<file path="src/rtl/smb_pec_pkg.sv">
package smb_pec_pkg;
  localparam int BYTE_W = 8;

  typedef struct packed {
    logic clear;    // start / repeated start
    logic fold;     // fold byteData into running value
    logic capture;  // latch running value for append
  } pecStrb_t;

  function automatic logic [BYTE_W-1:0] crcStep(
      input logic [BYTE_W-1:0] crcIn,
      input logic [BYTE_W-1:0] dataIn,
      input logic [BYTE_W-1:0] poly);
    logic [BYTE_W-1:0] c;
    c = crcIn ^ dataIn;
    for (int i = 0; i < BYTE_W; i++) begin
      c = c[BYTE_W-1] ? ((c << 1) ^ poly) : (c << 1);
    end
    return c;
  endfunction
endpackage

</file>
<file path="src/rtl/smb_pec_datapath.sv">
module smb_pec_datapath
  import smb_pec_pkg::*;
#(
  parameter logic [BYTE_W-1:0] CRC_POLY = 8'h07,
  parameter logic [BYTE_W-1:0] CRC_INIT = 8'h00
) (
  input  logic              clk,
  input  logic              rstN,
  input  pecStrb_t          strb,
  input  logic [BYTE_W-1:0] byteData,
  output logic [BYTE_W-1:0] crcValue,
  output logic [BYTE_W-1:0] appendByte,
  output logic              residueBad
);
  logic [BYTE_W-1:0] crcQ, appendQ, baseVal, foldVal;

  assign baseVal    = strb.clear ? CRC_INIT : crcQ;
  assign foldVal    = crcStep(baseVal, byteData, CRC_POLY);
  assign residueBad = (foldVal != '0);

  always_ff @(posedge clk or negedge rstN) begin
    if (!rstN) begin
      crcQ    <= CRC_INIT;
      appendQ <= '0;
    end else begin
      if (strb.fold)       crcQ <= foldVal;
      else if (strb.clear) crcQ <= CRC_INIT;
      if (strb.capture)    appendQ <= crcQ;
    end
  end

  assign crcValue   = crcQ;
  assign appendByte = appendQ;

  assert_clear_value_R2: assert property (@(posedge clk) disable iff (!rstN)
    (strb.clear && !strb.fold) |=> (crcQ == CRC_INIT));

  assert_hold_idle_R1: assert property (@(posedge clk) disable iff (!rstN)
    (!strb.clear && !strb.fold) |=> $stable(crcQ));
endmodule

</file>
<file path="src/rtl/smb_pec_control.sv">
module smb_pec_control
  import smb_pec_pkg::*;
(
  input  logic     clk,
  input  logic     rstN,
  input  logic     txnStart,
  input  logic     byteValid,
  input  logic     byteIsRx,
  input  logic     endOfData,
  input  logic     autoCheckEn,
  input  logic     manualCheckEn,
  input  logic     clearDevErr,
  input  logic     clearCrcErr,
  input  logic     residueBad,
  output pecStrb_t strb,
  output logic     appendValid,
  output logic     devErr,
  output logic     crcErr,
  output logic     cfgConflict
);
  logic autoActive, appendReq, checkNow, mismatch;

  assign autoActive = autoCheckEn && !manualCheckEn;
  assign appendReq  = autoActive && endOfData && !byteValid;
  assign checkNow   = autoActive && endOfData && byteValid && byteIsRx;
  assign mismatch   = checkNow && residueBad;

  always_comb begin
    strb.clear   = txnStart;
    strb.fold    = byteValid;
    strb.capture = appendReq;
  end

  always_ff @(posedge clk or negedge rstN) begin
    if (!rstN) begin
      appendValid <= 1'b0;
      devErr      <= 1'b0;
      crcErr      <= 1'b0;
      cfgConflict <= 1'b0;
    end else begin
      appendValid <= appendReq;
      cfgConflict <= autoCheckEn && manualCheckEn;
      if (mismatch)         devErr <= 1'b1;
      else if (clearDevErr) devErr <= 1'b0;
      if (mismatch)         crcErr <= 1'b1;
      else if (clearCrcErr) crcErr <= 1'b0;
    end
  end

  assert_no_append_conflict_R7: assert property (@(posedge clk) disable iff (!rstN)
    cfgConflict |-> !appendValid);

  assert_crc_sticky_R6: assert property (@(posedge clk) disable iff (!rstN)
    (crcErr && !clearCrcErr) |=> crcErr);

  assert_dev_sticky_R6: assert property (@(posedge clk) disable iff (!rstN)
    (devErr && !clearDevErr) |=> devErr);

  assert_flags_together_R5: assert property (@(posedge clk) disable iff (!rstN)
    $rose(crcErr) |-> devErr);

  assert_no_flag_when_off_R8: assert property (@(posedge clk) disable iff (!rstN)
    !autoCheckEn |=> !$rose(crcErr));
endmodule

</file>
<file path="src/rtl/smb_pec_engine.sv">
module smb_pec_engine
  import smb_pec_pkg::*;
#(
  parameter logic [7:0] CRC_POLY = 8'h07,
  parameter logic [7:0] CRC_INIT = 8'h00
) (
  input  logic       clk,
  input  logic       rstN,
  input  logic       txnStart,
  input  logic       byteValid,
  input  logic       byteIsRx,
  input  logic [7:0] byteData,
  input  logic       endOfData,
  input  logic       autoCheckEn,
  input  logic       manualCheckEn,
  input  logic       clearDevErr,
  input  logic       clearCrcErr,
  output logic [7:0] crcValue,
  output logic       appendValid,
  output logic [7:0] appendByte,
  output logic       devErr,
  output logic       crcErr,
  output logic       cfgConflict
);
  pecStrb_t strb;
  logic     residueBad;

  smb_pec_control u_ctrl (
    .clk(clk), .rstN(rstN), .txnStart(txnStart), .byteValid(byteValid),
    .byteIsRx(byteIsRx), .endOfData(endOfData), .autoCheckEn(autoCheckEn),
    .manualCheckEn(manualCheckEn), .clearDevErr(clearDevErr),
    .clearCrcErr(clearCrcErr), .residueBad(residueBad), .strb(strb),
    .appendValid(appendValid), .devErr(devErr), .crcErr(crcErr),
    .cfgConflict(cfgConflict)
  );

  smb_pec_datapath #(.CRC_POLY(CRC_POLY), .CRC_INIT(CRC_INIT)) u_dp (
    .clk(clk), .rstN(rstN), .strb(strb), .byteData(byteData),
    .crcValue(crcValue), .appendByte(appendByte), .residueBad(residueBad)
  );

  assert_append_has_crc_R4: assert property (@(posedge clk) disable iff (!rstN)
    appendValid |-> (appendByte == $past(crcValue)));
endmodule

</file>
<file path="config.mk">
export PLATFORM = sky130hd
export DESIGN_NAME = smb_pec_engine
export DESIGN_NICKNAME = d
export VERILOG_FILES = /design/src/rtl/smb_pec_pkg.sv /design/src/rtl/smb_pec_datapath.sv /design/src/rtl/smb_pec_control.sv /design/src/rtl/smb_pec_engine.sv
export SDC_FILE = /design/constraint.sdc
export NUM_CORES = 1
export LEC_CHECK = 0
export BUFFER_PORTS_ARGS = -buffer_cell sky130_fd_sc_hd__buf_2
export CAP_MARGIN = 5
export CORE_ASPECT_RATIO = 1.1
export CORE_MARGIN = 5
export CORE_UTILIZATION = 53
export DETAILED_ROUTE_END_ITERATION = 12
export PLACE_DENSITY_LB_ADDON = 0.25
export SKIP_LAST_GASP = 1
export SLEW_MARGIN = 0
export SYNTH_ARGS = -nofsm -noshare
export SYNTH_HDL_FRONTEND = slang
export SYNTH_HIERARCHICAL = 1
export SYNTH_SLANG_ARGS = --single-unit
</file>
<file path="constraint.sdc">
create_clock -name clk -period 3.3 [get_ports clk]
set_input_delay 0.825 -clock clk [delete_from_list [all_inputs] [get_ports clk]]
set_output_delay 0.825 -clock clk [all_outputs]
set_load 0.01 [all_outputs]
</file>
==> flow_metrics.env <==
export IMPL_synth_top_cell_area_share_pct=43.5
export IMPL_yosys_area_top_type="dfrtp_1"
export IMPL_core_sq_um=2040
export IMPL_slew_violations=0
export IMPL_tightest_slew_ns=0.751
export IMPL_gp_congestion=0.841
export IMPL_area_growth_pct=20.8
export IMPL_yosys_warnings=6
export IMPL_worst_setup_path_type="in2reg"
export IMPL_leakage_nw=0.717
export IMPL_die_area_sq_um=3200
export IMPL_swShare_pct=36.3
export IMPL_wirelength_um=2360
export IMPL_die_height_um=58.9
export IMPL_setup_violations=0
export IMPL_min_path_type="in2async"
export IMPL_dp_hpwl_um=1840
export IMPL_synthCells=100
export IMPL_synth_edff_count=0
export IMPL_seqPwrFrac_pct=34.4
export IMPL_cts_setup_buffers=0
export IMPL_peakVddDrop_mv=0.648
export IMPL_p_switching_mw=0.442
export IMPL_required_ns=3.53
export IMPL_cts_resized=0
export IMPL_cp_end_kind="register"
export IMPL_num_nets_final=155
export IMPL_synth_area_top_cells="dfrtp_1, xnor2_1, mux2_2"
export IMPL_rsz0062_at_grt="no"
export IMPL_maxCapViolations=0
export IMPL_clk_latency_ns=0.30
export IMPL_grt_pass1_vias=871
export IMPL_post_dp_cell_area_sq_um=1340
export IMPL_combPwrFrac_pct=48.9
export IMPL_reg2reg_setup_slack_ns=1.34
export IMPL_fin_util_pct=68.1
export IMPL_place_ws_ns=0.833
export IMPL_fin_tns_setup_ns=0
export IMPL_hold_viol=0
export IMPL_clkPwrFrac_pct=16.7
export IMPL_clk_pin_slew_ns=0.12
export IMPL_syn_avg_cell_area_sq_um=11.5
export IMPL_intPower_mw=0.775
export IMPL_synthesis_area_sq_um=1150
export IMPL_ys_types=29
export IMPL_timing_final_ws_setup_ns=1.16
export IMPL_postLayoutCellArea_sq_um=1390
export IMPL_regArea_sq_um=500
export IMPL_numPortBuffers=37
export IMPL_ys_seq_area_share_pct=43.5
export IMPL_cts_buffer_depth=2
export IMPL_layout_commonest_cell="buf_2"
export IMPL_synthArstFlopShare_pct=100
export IMPL_period_share_pct=64.8
export IMPL_dr_pass1_iters=3
export IMPL_n_antenna_cell=0
export IMPL_drtAntennaViolNets=0
export IMPL_wl_per_cell_um=14.5
export IMPL_ys_flop_type="dfrtp_1"
export IMPL_nFillCells=179
export IMPL_cts_root_buffer="clkbuf_4"
export IMPL_layout_drive_gt1_share_pct=40.0
export IMPL_synth_nets=119
export IMPL_clkSinkCount=20
export IMPL_critPathMaxFanout=3
export IMPL_vias=842
export IMPL_fmax_mhz=468
export IMPL_cts_tree="built"
export IMPL_drcViolationCount=0
export IMPL_htree_levels=1
export IMPL_multi_input_area_sq_um=598
export IMPL_status="complete, no violations"
export IMPL_min_period_ns=2.14
export IMPL_antenna_found_initial=0
export IMPL_drtIter0Drc=4
export IMPL_row_count=17
export IMPL_timing_rr_end="u_ctrl/devErr$_DFFE_PN0P_"
export IMPL_worstPathArrival_ns=2.36
export IMPL_ys_ff_latch=20
export IMPL_grt_max_degree=21
export IMPL_power_density_nw_per_um2=875
export IMPL_reg2regPathDepth=7
export IMPL_initial_utilization_pct=56.4
export IMPL_num_io_pins=38
export IMPL_gr_total_overflow=0
export IMPL_clock_skew_ns=0.00659
export IMPL_final_cell_mix="buf_2, dfrtp_1, xnor2_1"
export IMPL_grt_first_pass_wirelength_um=3810
export IMPL_cts_buffers=3
export IMPL_max_slew_margin_pct=49.8
export IMPL_die_w_um=54.4
export IMPL_worstReg2RegStart="u_dp/crcValue[7]$_DFF_PN0_"
export IMPL_grtUsageTotal_pct=16.6
export IMPL_cts_hold_repair_buffers=0
export IMPL_via_per_inst=5.17
export IMPL_critPathLaunchType="primary input"
[critical path, cell delays in order]
cell and delay, ns:
buf_2 0.12, xnor2_1 0.13, or3_4 0.41, nand2_4 0.10
xnor3_1 0.41, o2111ai_1 0.12, nand3_1 0.12, o22ai_1 0.13
[area by class of cell]
class | instances | area share (%)
multi-input cells | 69 | 43.0
flip-flops and latches | 20 | 36.0
repair buffers | 37 | 13.3
well taps | 28 | 2.52
clock inverters | 1 | 2.16
clock buffers | 3 | 1.62
inverters | 5 | 1.35
[per-layer routing]
| layer | global-route usage (%) | part of all wire, % | vias to the layer above |
|---|---|---|---|
| li1 | - | - | 403 |
| met1 | 19.4 | 39 | 410 |
| met2 | 28.0 | 53 | 25 |
| met3 | 3.29 | 5.7 | 4 |
| met4 | 8.19 | 1.6 | 0 |
| met5 | 0 | 0 | - |
[kinds of logic after synthesis]
family / count (synthesis) / share of synthesized area (%)
AOI/OAI and AO/OA: 10 / 5.43
xor gates and xnor gates: 26 / 24.7
adders and majority gates: 1 / 1.09
buffers and inverters: 11 / 4.57
DFF: 20 / 43.5
muxes: 9 / 8.70
and+or+nand+nor: 23 / 12.1
[Yosys cell counts (2+ instances only)]
cell type and count:
nand2_1 6, mux2_2 8, xnor2_1 15, xnor3_1 3, xor2_1 7, dfrtp_1 20, nor2b_1 2, nand3_1 2
nor2_1 6, o21ai_0 3, o22ai_1 2, buf_4 3, clkbuf_1 3, inv_1 5
[stage by stage]
stage,hold WS [ns],cells,power [mW]
finish,0.435,163,1.22
global route,0.465,163,1.30
CTS,0.451,163,1.23
global placement,0.485,159,1.00
floorplan,0.529,100,0.834
detailed placement,0.495,159,1.02
[state kept, by name, indices dropped and copies added (netlist names)]
| register | flops |
|---|---|
| u_ctrl/devErr | 1 |
| u_ctrl/crcErr | 1 |
| u_ctrl/appendValid | 1 |
| u_dp/appendByte | 8 |
| u_ctrl/cfgConflict | 1 |
| u_dp/crcValue | 8 |
[worst max-delay path by stage]
stage               slack, ns   startpoint                         to
floorplan                0.91     txnStart  u_ctrl/crcErr$_DFFE_PN0P_
global placement         0.90  byteData[7]  u_ctrl/crcErr$_DFFE_PN0P_
detailed placement       0.83  byteData[7]  u_ctrl/devErr$_DFFE_PN0P_
CTS                      1.17  byteData[7]  u_ctrl/devErr$_DFFE_PN0P_
global route             1.11     txnStart  u_ctrl/devErr$_DFFE_PN0P_
finish                   1.16  byteData[7]  u_ctrl/devErr$_DFFE_PN0P_
[power groups by stage]
stage | Clock, mW | Combinational [mW] | Sequential, mW
after global routing | 0.217 | 0.647 | 0.435
after detailed placement | 0 | 0.594 | 0.427
after CTS | 0.204 | 0.599 | 0.423
after floorplan | 0 | 0.377 | 0.458
final | 0.203 | 0.595 | 0.419
after global placement | 0 | 0.586 | 0.419
Power figures use the tool's default switching activity.
